[src/rtl/alu_pkg.sv]
package alu_pkg;

    typedef enum logic [3:0] {
        OP_ADD = 4'd0,
        OP_ADC = 4'd1,
        OP_SUB = 4'd2,
        OP_AND = 4'd3,
        OP_IOR = 4'd4,
        OP_XOR = 4'd5,
        OP_CPL = 4'd6,
        OP_MUL = 4'd7,
        OP_MOV = 4'd8
    } op_e;

    typedef enum logic [1:0] {
        CLS_ARITH = 2'd0,
        CLS_LOGIC = 2'd1,
        CLS_NONE  = 2'd2
    } cls_e;

    localparam int FLAG_N  = 4;
    localparam int FLAG_OV = 3;
    localparam int FLAG_Z  = 2;
    localparam int FLAG_DC = 1;
    localparam int FLAG_C  = 0;
    localparam int NFLAGS  = 5;

endpackage

[src/rtl/alu_arith.sv]
module alu_arith #(
    parameter int W = 8
) (
    input  logic [W-1:0] a,
    input  logic [W-1:0] b,
    input  logic         cin,
    input  logic         sub,
    output logic [W-1:0] sum,
    output logic         cout,
    output logic         half_c,
    output logic         ovf
);
    localparam int H  = W / 2;
    localparam int HU = W - H;

    logic [W-1:0] bx;
    logic         c0;
    logic [H:0]   lo_s;
    logic [HU:0]  hi_s;

    always_comb begin
        bx   = sub ? ~b : b;
        c0   = sub ? 1'b1 : cin;
        lo_s = {1'b0, a[H-1:0]} + {1'b0, bx[H-1:0]} + {{H{1'b0}}, c0};
        hi_s = {1'b0, a[W-1:H]} + {1'b0, bx[W-1:H]} + {{HU{1'b0}}, lo_s[H]};
        sum    = {hi_s[HU-1:0], lo_s[H-1:0]};
        cout   = hi_s[HU];
        half_c = lo_s[H];
        ovf    = (a[W-1] == bx[W-1]) && (sum[W-1] != a[W-1]);
    end
endmodule

[src/rtl/alu_logic.sv]
module alu_logic
    import alu_pkg::*;
#(
    parameter int W = 8
) (
    input  logic [W-1:0] a,
    input  logic [W-1:0] b,
    input  logic [3:0]   op,
    output logic [W-1:0] y
);
    always_comb begin
        unique case (op)
            OP_AND:  y = a & b;
            OP_IOR:  y = a | b;
            OP_XOR:  y = a ^ b;
            OP_CPL:  y = ~a;
            OP_MOV:  y = b;
            default: y = a;
        endcase
    end
endmodule

[src/rtl/alu_mul.sv]
module alu_mul #(
    parameter int W = 8
) (
    input  logic [W-1:0]   a,
    input  logic [W-1:0]   b,
    output logic [2*W-1:0] p
);
    localparam int PW = 2 * W;

    always_comb begin
        p = PW'(a) * PW'(b);
    end
endmodule

[src/rtl/alu_flags.sv]
module alu_flags
    import alu_pkg::*;
#(
    parameter int W = 8
) (
    input  cls_e              cls,
    input  logic [W-1:0]      y,
    input  logic              cout,
    input  logic              half_c,
    input  logic              ovf,
    input  logic [NFLAGS-1:0] old_f,
    output logic [NFLAGS-1:0] new_f
);
    always_comb begin
        new_f = old_f;
        unique case (cls)
            CLS_ARITH: begin
                new_f[FLAG_N]  = y[W-1];
                new_f[FLAG_Z]  = (y == '0);
                new_f[FLAG_C]  = cout;
                new_f[FLAG_DC] = half_c;
                new_f[FLAG_OV] = ovf;
            end
            CLS_LOGIC: begin
                new_f[FLAG_N]  = y[W-1];
                new_f[FLAG_Z]  = (y == '0);
            end
            default: new_f = old_f;
        endcase
    end
endmodule

[src/rtl/acc_alu.sv]
module acc_alu
    import alu_pkg::*;
#(
    parameter int W = 8
) (
    input  logic           clk,
    input  logic           rst,
    input  logic [3:0]     op_i,
    input  logic [W-1:0]   opnd_i,
    input  logic           acc_we,
    input  logic           flag_we,
    output logic [W-1:0]   result_o,
    output logic [W-1:0]   acc_o,
    output logic [7:0]     status_o,
    output logic [2*W-1:0] prod_o
);
    localparam int PW = 2 * W;
    localparam int SPARE = 8 - NFLAGS;

    logic [W-1:0]      acc_q;
    logic [NFLAGS-1:0] flag_q;
    logic [PW-1:0]     prod_q;

    cls_e              cls;
    logic              is_sub;
    logic              add_cin;
    logic              prod_we;
    logic [W-1:0]      ar_sum;
    logic              ar_cout;
    logic              ar_half;
    logic              ar_ovf;
    logic [W-1:0]      lg_y;
    logic [PW-1:0]     mul_p;
    logic [NFLAGS-1:0] flag_nx;

    alu_arith #(.W(W)) u_arith (
        .a(acc_q), .b(opnd_i), .cin(add_cin), .sub(is_sub),
        .sum(ar_sum), .cout(ar_cout), .half_c(ar_half), .ovf(ar_ovf)
    );

    alu_logic #(.W(W)) u_logic (
        .a(acc_q), .b(opnd_i), .op(op_i), .y(lg_y)
    );

    alu_mul #(.W(W)) u_mul (
        .a(acc_q), .b(opnd_i), .p(mul_p)
    );

    alu_flags #(.W(W)) u_flags (
        .cls(cls), .y(result_o), .cout(ar_cout), .half_c(ar_half),
        .ovf(ar_ovf), .old_f(flag_q), .new_f(flag_nx)
    );

    // decode and output selection
    always_comb begin
        is_sub  = 1'b0;
        add_cin = 1'b0;
        prod_we = 1'b0;
        cls     = CLS_NONE;
        result_o = acc_q;
        unique case (op_i)
            OP_ADD: begin
                cls = CLS_ARITH;
                result_o = ar_sum;
            end
            OP_ADC: begin
                cls = CLS_ARITH;
                add_cin = flag_q[FLAG_C];
                result_o = ar_sum;
            end
            OP_SUB: begin
                cls = CLS_ARITH;
                is_sub = 1'b1;
                result_o = ar_sum;
            end
            OP_AND, OP_IOR, OP_XOR, OP_CPL, OP_MOV: begin
                cls = CLS_LOGIC;
                result_o = lg_y;
            end
            OP_MUL: begin
                prod_we = 1'b1;
                result_o = mul_p[W-1:0];
            end
            default: begin
                cls = CLS_NONE;
                result_o = acc_q;
            end
        endcase
    end

    // register process
    always_ff @(posedge clk) begin
        if (rst) begin
            acc_q  <= '0;
            flag_q <= '0;
            prod_q <= '0;
        end else begin
            if (acc_we)  acc_q  <= result_o;
            if (flag_we) flag_q <= flag_nx;
            if (prod_we) prod_q <= mul_p;
        end
    end

    assign acc_o    = acc_q;
    assign status_o = {{SPARE{1'b0}}, flag_q};
    assign prod_o   = prod_q;

endmodule

[config.mk]
export PLATFORM = sky130hd
export DESIGN_NAME = acc_alu
export DESIGN_NICKNAME = d
export VERILOG_FILES = /design/src/rtl/alu_pkg.sv /design/src/rtl/alu_arith.sv /design/src/rtl/alu_logic.sv /design/src/rtl/alu_mul.sv /design/src/rtl/alu_flags.sv /design/src/rtl/acc_alu.sv
export SDC_FILE = /design/constraint.sdc
export NUM_CORES = 1
export LEC_CHECK = 0
export ABC_AREA = 1
export BUFFER_PORTS_ARGS = -buffer_cell sky130_fd_sc_hd__buf_2
export CAP_MARGIN = 25
export CORE_ASPECT_RATIO = 2
export CORE_MARGIN = 8
export CORE_UTILIZATION = 45
export DETAILED_ROUTE_END_ITERATION = 8
export SLEW_MARGIN = 25
export SYNTH_ARGS = -nofsm -noshare
export SYNTH_HDL_FRONTEND = slang
export SYNTH_HIERARCHICAL = 1
export SYNTH_SLANG_ARGS = --single-unit
[constraint.sdc]
create_clock -name clk -period 10.35 [get_ports clk]
set_input_delay 1.035 -clock clk [delete_from_list [all_inputs] [get_ports clk]]
set_output_delay 1.035 -clock clk [all_outputs]
set_load 0.005 [all_outputs]
==> impl_metrics.py, run 1 <==
metrics = {
    "outcome": {
        "status": "finished, final reports clean",
    },
    "clock_network": {
        "ctsRootBufferMaster": "clkbuf_16",
        "cts_setup_buffers": 0,
        "ctsResizeCount": 0,
        "clock-sinks": 29,
        "cts_hold_buffers": 0,
        "htreeDepth": 2,
        "cts_tree": "built",
        "clkLatencyLatePin_ps": 270,
        "clkTransAtPathRegs_ps": 50,
        "clockBufferDepth": 2,
        "cts_buffers": 5,
    },
    "synthesis": {
        "synth_cell_types": 31,
        "ys_warn_count": 6,
        "synth_mux_area_share_pct": 0,
        "synth-seq-cells": 29,
        "synth.cell_area_sq_um": 5150,
        "synth_cells": 818,
        "syn_avg_cell_area_sq_um": 6.29,
        "synth_xor_area_share_pct": 3.04,
        "yosys.area_share.simple_pct": 33.6,
        "synthAdderAreaFrac_pct": 29.7,
        "synth_top_family_by_area": "simple AND/OR/NAND/NOR gates",
        "synth_seq_area_share_pct": 11.3,
        "synth_compound_area_share_pct": 4.38,
    },
    "pwr": {
        "irDropWorstVdd_v": 0.0000585,
        "leakage_nw": 3.52,
        "p_per_area_nw_per_um2": 97.8,
    },
    "floorplan": {
        "start_util_pct": 45.9,
        "pin_count": 56,
        "fp.coreArea_sq_um": 11200,
        "fp.dieH_microns": 167,
        "die_w_microns": 91.6,
        "rows": 55,
        "dieArea_sq_um": 15300,
    },
    "sta": {
        "finClkSkew_ps": 2.95,
        "hold_ws_ps": 458,
        "finalHoldViolations": 0,
        "finalSetupViolCount": 0,
        "slew_headroom_pct": 49.3,
        "finalCritPeriodShare_pct": 56.4,
        "post-route-min-period_ps": 5840,
        "final.setup.tns_ps": 0,
        "worstMarginPinSlew_ps": 760,
        "slew_violations": 0,
        "rsz0062_at_grt": "false",
        "fmax_mhz": 171,
    },
    "setup_path": {
        "slowest_delay_ps": 570,
        "path_max_fanout": 12,
        "r2r_end": "flag_q[2]",
        "critical-path-top-delay-family": "adder cells",
        "r2r_cells": 21,
        "critical_path_class": "input pin to primary output",
        "crit_required_ps": 9320,
        "cp_common_cell": "fa_1",
        "cp-end-kind": "primary output",
        "cp_slowest_cell": "nor2_1",
        "reg2reg_slack_ps": 5710,
        "cp.arrival_ps": 4810,
        "crit_start": "op_i[3]",
        "worstSetupStartpointType": "input pin",
        "cp-endpoint": "result_o[5]",
        "reg2reg_from": "acc_o[4]",
        "worst-path-stages": 16,
        "crit_chain": "buf_2 > nor2_1 > inv_1 > nor3_1 > buf_4 > xnor2_1 > fa_1 > fa_1 > o21ai_0 > fa_1 > fa_1 > nand3_1 > nand2_1 > inv_1 > nand3_1 > buf_2",
        "worstPathBufferInverterCount": 5,
    },
    "hold_path": {
        "min_path_type": "flop to flop",
    },
    "final_layout": {
        "final_cells": 992,
        "n_antenna_cell": 0,
        "drive_above_1_share_pct": 11.1,
        "final_nets": 963,
        "syn_to_final_growth_pct": 8.58,
    },
    "detailed_routing": {
        "drc": 0,
        "avgViaCountPerCell": 4.98,
        "finalWirelength_mm": 14.6,
        "routedWlPerCell_microns": 14.7,
        "drt_iter0_markers": 220,
        "num_vias": 4938,
        "first_pass_iters": 5,
        "postRouteAntennaNets": 0,
    },
    "placement": {
        "dpl.hpwl_mm": 11.8,
        "gp_congestion": 0.924,
        "io_buffers": 52,
        "dp.cells": 984,
    },
    "global_routing": {
        "grt_util_all_layers_pct": 19.5,
        "grt_max_degree": 30,
        "grt_overflow": 0,
        "antenna_found_initial": 0,
        "grt_first_pass_wirelength_mm": 24.4,
        "first_global_vias": 5163,
    },
    "job": {
        "drv_cap": 0,
    },
}
metal layers:
layer  global-route usage [%]  part of all wire, %
met3                     2.33                  3.6
met2                     38.1                   56
met5                        0                    0
met1                     18.3                   34
met4                     12.1                  6.1
sequential cells by signal, summed over array words and instances (netlist names):
name / count
acc_o: 8
prod_o: 16
flag_q: 5
cells in the final DEF (no fill, tap or decap), types with 9 or more instances in the layout:
cell type	instances
dfxtp_1	29
ha_1	58
fa_1	40
inv_1	194
nand2_1	233
nand4_1	26
nor2_1	49
inv_2	9
a21oi_1	30
nand3_1	66
buf_2	52
xor2_1	13
tightest hold or removal path: cells and delay by family (launching register included):
kind	cells	cell delay (ps)
AO/OA/AOI/OAI	1	50
flip-flops	1	300
AND/OR/NAND/NOR	1	60
power breakdown:
part | internal [mW] | leakage (nW) | switching, mW
Clock | 0.0881 | 0.0706 | 0.0487
Sequential | 0.117 | 0.236 | 0.0145
Combinational | 0.102 | 3.21 | 0.176
Total | 0.307 | 3.52 | 0.239
area by class of cell:
class,count,area (sq um)
Fill cell,1232,5630
Clock buffer,6,129
Timing Repair Buffer,54,275
Inverter,204,766
Multi-Input combinational cell,555,3650
Clock inverter,2,10.0
Tap cell,142,178
Sequential cell,29,581
worst min path at each step:
| stage | slack (ps) | end | from | depth (start not counted) |
|---|---|---|---|---|
| global route | 480 | prod_o[10] | prod_o[10] | 2 |
| detailed placement | 460 | prod_o[1] | prod_o[1] | 2 |
| global placement | 450 | prod_o[13] | prod_o[13] | 2 |
| CTS | 460 | prod_o[1] | prod_o[1] | 2 |
| floorplan | 460 | prod_o[0] | prod_o[0] | 2 |
| finish | 460 | prod_o[4] | prod_o[4] | 2 |
cell usage after synthesis:
library cell  instances  area (sq um)
a31oi_2               1          12.5
dfxtp_1              29           581
buf_2                 6          30.0
nand4_1              26           163
buf_6                 2          22.5
nor2_2                6          37.5
nor2_1               49           184
nand3_4               1          17.5
a21oi_1              30           150
inv_1               194           728
clkbuf_1             20          75.1
nand2_1             233           875
inv_2                 9          33.8
ha_1                 58           726
o21bai_2              1          11.3
nand3b_1              1          7.51
buf_4                 4          30.0
xor2_1               13           114
xnor2_2               1          16.3
o21bai_1              1          7.51
conb_1                1          3.75
clkinv_1              1          3.75
nor2_4                3          33.8
a21oi_2               1          8.76
nand3_1              66           330
fa_1                 40           801
nand2_2               6          37.5
o21ai_0               7          35.0
xnor2_1               3          26.3
nand3_2               4          40.0
nor3_1                1          5.00
kinds of logic after synthesis:
family / count (synthesis)
buf+inv: 236
other cells: 1
simple gates: 396
flops: 29
compound gates: 41
xor+xnor: 17
fa+ha+maj: 98
per-stage QoR:
| stage | power, mW | cell area, sq um | setup WS, ps | util, % |
|---|---|---|---|---|
| finish | 0.546 | 5590 | 4510 | 49.8 |
| global route | 0.597 | 5590 | 4140 | 49.8 |
| CTS | 0.552 | 5590 | 4470 | 49.8 |
| global placement | 0.409 | 5450 | 4570 | 48.6 |
| detailed placement | 0.413 | 5450 | 4500 | 48.6 |
| floorplan | 0.330 | 5150 | 5070 | - |
Note: power is estimated with default switching activity, not from simulation.
==> inputs of run 2 (changes only) <==
--- a/config.mk
+++ b/config.mk
@@ -12,6 +12,7 @@
 export CORE_MARGIN = 8
 export CORE_UTILIZATION = 45
 export DETAILED_ROUTE_END_ITERATION = 8
+export PLACE_DENSITY = 0.66
 export SLEW_MARGIN = 25
 export SYNTH_ARGS = -nofsm -noshare
 export SYNTH_HDL_FRONTEND = slang
==> constraint.sdc (replaced) <==
create_clock -name clk -period 5.2 [get_ports clk]
set_input_delay 0.52 -clock clk [delete_from_list [all_inputs] [get_ports clk]]
set_output_delay 0.52 -clock clk [all_outputs]
set_load 0.005 [all_outputs]
==> impl_metrics.py, run 2 (synthesis results as in run 1) <==
metrics = {
    "sta": {
        "slew_headroom_pct": 54.9,
        "fmax_mhz": 211,
        "finalCritPeriodShare_pct": 91.1,
        "hold_ws_ps": 460,
        "worstMarginPinSlew_ps": 676,
        "rsz0062_at_grt": "false",
        "post-route-min-period_ps": 4740,
        "slew_violations": 0,
        "finClkSkew_ps": 3.84,
        "finalSetupViolCount": 0,
        "finalHoldViolations": 0,
        "setup_slack_ps": 460,
        "final.setup.tns_ps": 0,
    },
    "global_routing": {
        "grtUsageMet3_pct": 2.55,
        "grt_util_all_layers_pct": 19.5,
        "grt_use_met2_pct": 38.7,
        "first_global_vias": 5064,
        "antenna_found_initial": 0,
        "grt_first_pass_wirelength_mm": 24.0,
        "grt_max_degree": 30,
        "busiest_layer": "met2",
        "grt_overflow": 0,
        "grt_use_met1_pct": 17.9,
    },
    "final_layout": {
        "final_common_cell": "nand2_1",
        "layout_common_cells": "233 x nand2_1, 194 x inv_1, 66 x nand3_1",
        "final_cells": 999,
        "drive_above_1_share_pct": 11.9,
        "syn_to_final_growth_pct": 9.97,
        "n_antenna_cell": 0,
        "largest_register_ffs": 16,
        "final_nets": 970,
    },
    "clock_network": {
        "htreeDepth": 2,
        "ctsRootBufferMaster": "clkbuf_16",
        "clkTransAtPathRegs_ps": 50,
        "clkLatencyLatePin_ps": 270,
        "clock-sinks": 29,
        "ctsResizeCount": 0,
        "cts_tree": "built",
        "cts_hold_buffers": 0,
        "cts_buffers": 5,
        "clockBufferDepth": 2,
        "cts_setup_buffers": 0,
    },
    "pwr": {
        "leakage_nw": 3.57,
        "irDropWorstVdd_v": 0.000181,
        "p_clk_share_pct": 26.9,
        "switching_power_uw": 481,
        "p_per_area_nw_per_um2": 198,
        "swShare_pct": 42.9,
        "combPwrFrac_pct": 50.9,
        "total_power_mw": 1.12,
        "power_frac_seq_pct": 22.2,
        "internal_power_uw": 642,
    },
    "detailed_routing": {
        "routedWlPerCell_microns": 14.7,
        "first_pass_iters": 4,
        "num_vias": 4951,
        "drt_iter0_markers": 270,
        "drc": 0,
        "avgViaCountPerCell": 4.96,
        "postRouteAntennaNets": 0,
        "finalWirelength_mm": 14.7,
    },
    "setup_path": {
        "critical_path_class": "flop to primary output",
        "path_max_fanout": 9,
        "cp-end-kind": "primary output",
        "crit_required_ps": 4680,
        "cp.arrival_ps": 4220,
        "worstSetupStartpointType": "flop",
    },
    "placement": {
        "place_ws_ps": 487,
        "dp.cells": 991,
        "dpl.hpwl_mm": 12.1,
        "io_buffers": 52,
        "gp_congestion": 0.925,
    },
    "floorplan": {
        "die_w_microns": 91.6,
        "fp.coreArea_sq_um": 11200,
        "dieArea_sq_um": 15300,
        "pin_count": 56,
        "start_util_pct": 45.9,
        "fp.dieH_microns": 167,
        "rows": 55,
    },
    "hold_path": {
        "min_path_type": "flop to flop",
    },
    "outcome": {
        "status": "finished, final reports clean",
    },
    "job": {
        "drv_cap": 0,
    },
}
==> run 2: cell types whose count changed in the layout (fill, tap and decap cells not counted), sizes merged <==
cell,change
clkinv,-1
clkbuf,+1
buf,+7
==> run 2: worst max-delay path, cell delays in order (launching register included) <==
cell     delay, ps
dfxtp_1        450
nand2_1        130
inv_1           60
fa_1           430
fa_1           490
inv_1           50
fa_1           490
fa_1           490
inv_1           40
ha_1           360
nand2_1        110
nand3_2        120
xor2_1         190
nand3_1        150
nand2_1         90
inv_1           50
nand3_1        100
buf_2          130
==> run 2: layout make-up <==
class                      instances  area [sq um]
fill                            1197          5560
multi-input combinational        555          3650
inverter                         204           766
sequential                        29           581
timing repair buffer              61           328
tap                              142           178
clock buffer                       7           153
clock inverter                     1          5.00
==> run 2: final timing paths <==
path                                 start          end  slack (ps)  cells after the start
worst max-delay path              acc_o[3]  result_o[7]         460                     17
worst min-delay path            prod_o[10]   prod_o[10]         460                      2
worst max register to register    acc_o[6]   prod_o[15]         750                     19
worst min register to register  prod_o[10]   prod_o[10]         460                      2
==> run 2: power groups by stage <==
stage          clock network [mW]  registers, mW  logic, mW
2_1_floorplan                   0          0.251      0.405
6_report                    0.303          0.249      0.571
3_5_place_dp                    0          0.254      0.578
3_3_place_gp                    0          0.254      0.574
4_1_cts                     0.306          0.249      0.580
5_1_grt                     0.321          0.250      0.656
==> run 2: metal layers <==
metal	wire, microns	up-vias
li1	-	2531
met1	5150	2279
met3	517	34
met4	718	0
met2	8340	107
met5	0	-
==> run 2: metrics by stage <==
step / util [%] / area [sq um]
detailed placement: 49.0 / 5500
floorplan: - / 5150
global placement: 49.0 / 5500
finish: 50.5 / 5660
CTS: 50.5 / 5660
global route: 50.5 / 5660
==> inputs of run 3 (changes only) <==
==> constraint.sdc (replaced) <==
create_clock -name clk -period 5.2 [get_ports clk]
set_input_delay 0.26 -clock clk [delete_from_list [all_inputs] [get_ports clk]]
set_output_delay 0.26 -clock clk [all_outputs]
set_load 0.005 [all_outputs]
==> impl_metrics.py, run 3 (synthesis results as in run 1) <==
metrics = {
    "outcome": {
        "status": "finished, final reports clean",
    },
    "setup_path": {
        "cp_slowest_cell": "dfxtp_1",
        "crit_required_ps": 4940,
        "slowest_delay_ps": 660,
        "worst-path-stages": 17,
        "worstPathBufferInverterCount": 5,
        "cp_common_cell": "inv_1",
        "r2r_end": "flag_q[2]",
        "r2r_cells": 21,
        "crit_chain": "nand2_1 > fa_1 > inv_1 > ha_1 > inv_1 > fa_1 > fa_1 > inv_1 > ha_1 > nand2_1 > nand3_2 > xor2_1 > nand3_1 > nand2_1 > inv_1 > nand3_1 > buf_2",
        "cp-end-kind": "primary output",
        "critical-path-top-delay-family": "adder cells",
        "crit_start": "acc_o[3]",
        "cp-endpoint": "result_o[7]",
        "reg2reg_slack_ps": 770,
        "worstSetupStartpointType": "flop",
        "cp.arrival_ps": 4330,
        "reg2reg_from": "acc_o[3]",
        "critical_path_class": "flop to primary output",
        "path_max_fanout": 15,
    },
    "sta": {
        "finalHoldViolations": 0,
        "finClkSkew_ps": 5.15,
        "finalSetupViolCount": 0,
        "finalCritPeriodShare_pct": 88.2,
        "worstMarginPinSlew_ps": 574,
        "setup_slack_ps": 615,
        "post-route-min-period_ps": 4590,
        "final.setup.tns_ps": 0,
        "slew_violations": 0,
        "fmax_mhz": 218,
        "slew_headroom_pct": 61.4,
        "rsz0062_at_grt": "false",
    },
    "pwr": {
        "switching_power_uw": 488,
        "irDropWorstVdd_v": 0.000180,
        "combPwrFrac_pct": 49.5,
        "p_clk_share_pct": 29.1,
        "leakage_nw": 3.58,
        "swShare_pct": 41.8,
        "power_frac_seq_pct": 21.4,
        "internal_power_uw": 680,
        "total_power_mw": 1.17,
        "p_per_area_nw_per_um2": 206,
    },
    "final_layout": {
        "n_antenna_cell": 0,
        "final_nets": 971,
        "final_common_cell": "nand2_1",
        "fill_cells": 1176,
        "syn_to_final_growth_pct": 10.4,
        "drive_above_1_share_pct": 11.9,
        "layout_common_cells": "233 x nand2_1, 194 x inv_1, 66 x nand3_1",
        "largest_register_ffs": 16,
    },
    "clock_network": {
        "clock-sinks": 29,
        "clockBufferDepth": 2,
        "cts_tree": "built",
        "htreeDepth": 2,
        "cts_buffers": 5,
        "cts_setup_buffers": 0,
        "ctsRootBufferMaster": "clkbuf_16",
        "clkTransAtPathRegs_ps": 50,
        "ctsResizeCount": 0,
        "clkLatencyLatePin_ps": 280,
        "cts_hold_buffers": 0,
    },
    "floorplan": {
        "rows": 55,
        "start_util_pct": 45.9,
        "fp.coreArea_sq_um": 11200,
        "die_w_microns": 91.6,
        "pin_count": 56,
        "dieArea_sq_um": 15300,
        "fp.dieH_microns": 167,
    },
    "hold_path": {
        "min_path_cells": 3,
        "min_path_type": "input pin to flop",
        "hp-start": "flag_we",
    },
    "global_routing": {
        "first_global_vias": 5203,
        "grt_util_all_layers_pct": 20.4,
        "grt_overflow": 0,
        "antenna_found_initial": 0,
        "grt_max_degree": 30,
        "grt_first_pass_wirelength_mm": 25.1,
    },
    "detailed_routing": {
        "drt_iter0_markers": 254,
        "drc": 0,
        "first_pass_iters": 4,
        "routedWlPerCell_microns": 14.9,
        "finalWirelength_mm": 14.9,
        "num_vias": 5001,
        "postRouteAntennaNets": 0,
        "avgViaCountPerCell": 5.00,
    },
    "placement": {
        "io_buffers": 52,
        "place_ws_ps": 795,
        "gp_congestion": 0.922,
        "dpl.hpwl_mm": 12.3,
    },
    "job": {
        "drv_cap": 0,
    },
}
## run 3: changes by cell type in the layout (fill, tap and decap cells not counted)
cell       previous run  this run
clkbuf_8              2         1
clkbuf_1              0         1
bufinv_16             0         1
buf_4                 9        10
clkinv_2              1         0
## run 3: area by class of cell
cell class              instances  area, sq um  area share, %
well taps                     142          178           3.13
multi-input cells             555         3650           64.2
flip-flops and latches         29          581           10.2
inverters                     204          766           13.5
repair buffers                 62          335           5.90
clock inverters                 1         30.0          0.529
clock buffers                   7          143           2.51
## run 3: stage by stage
| step | instances | area [sq um] | utilization [%] | hold WS, ps |
|---|---|---|---|---|
| 5_1_grt | 1000 | 5680 | 50.7 | 305 |
| 4_1_cts | 1000 | 5680 | 50.7 | 283 |
| 3_5_place_dp | 992 | 5510 | 49.1 | 452 |
| 6_report | 1000 | 5680 | 50.7 | 283 |
| 2_1_floorplan | 820 | 5150 | - | 400 |
| 3_3_place_gp | 992 | 5510 | 49.1 | 449 |
## run 3: power by group through the flow
stage | registers [mW] | clock network (mW) | logic, mW
floorplan | 0.251 | 0 | 0.405
CTS | 0.250 | 0.344 | 0.587
global placement | 0.254 | 0 | 0.578
detailed placement | 0.254 | 0 | 0.584
finish | 0.250 | 0.340 | 0.578
global route | 0.252 | 0.355 | 0.666
## run 3: how the worst min path moves through the flow
stage	to
after detailed placement	prod_o[8]
after global routing	flag_q[3]
after floorplan	flag_q[1]
after CTS	flag_q[2]
after global placement	prod_o[0]
final	flag_q[2]
## run 3: layer usage
metal | track usage [%] | up-vias | part of all wire [%]
met1 | 18.0 | 2308 | 33
met5 | 0 | - | 0
met2 | 40.4 | 124 | 56
met4 | 14.0 | 0 | 6.7
met3 | 2.69 | 47 | 4.1
li1 | - | 2522 | -
## run 3: worst register-to-register path, cell delays in order (launching register included)
cell      delay (ps)
dfxtp_1          660
nand2_1          160
fa_1             530
inv_1             40
ha_1             260
inv_1             80
fa_1             440
fa_1             490
inv_1             40
ha_1             350
nand2_1          130
nand3_2          130
xor2_1           180
nand3_1          130
nand2_1           60
inv_1             70
nand3_1          100
nor2_2           130
nand3_2           80
o21bai_2         110
nand2_1           60
a21oi_1          130
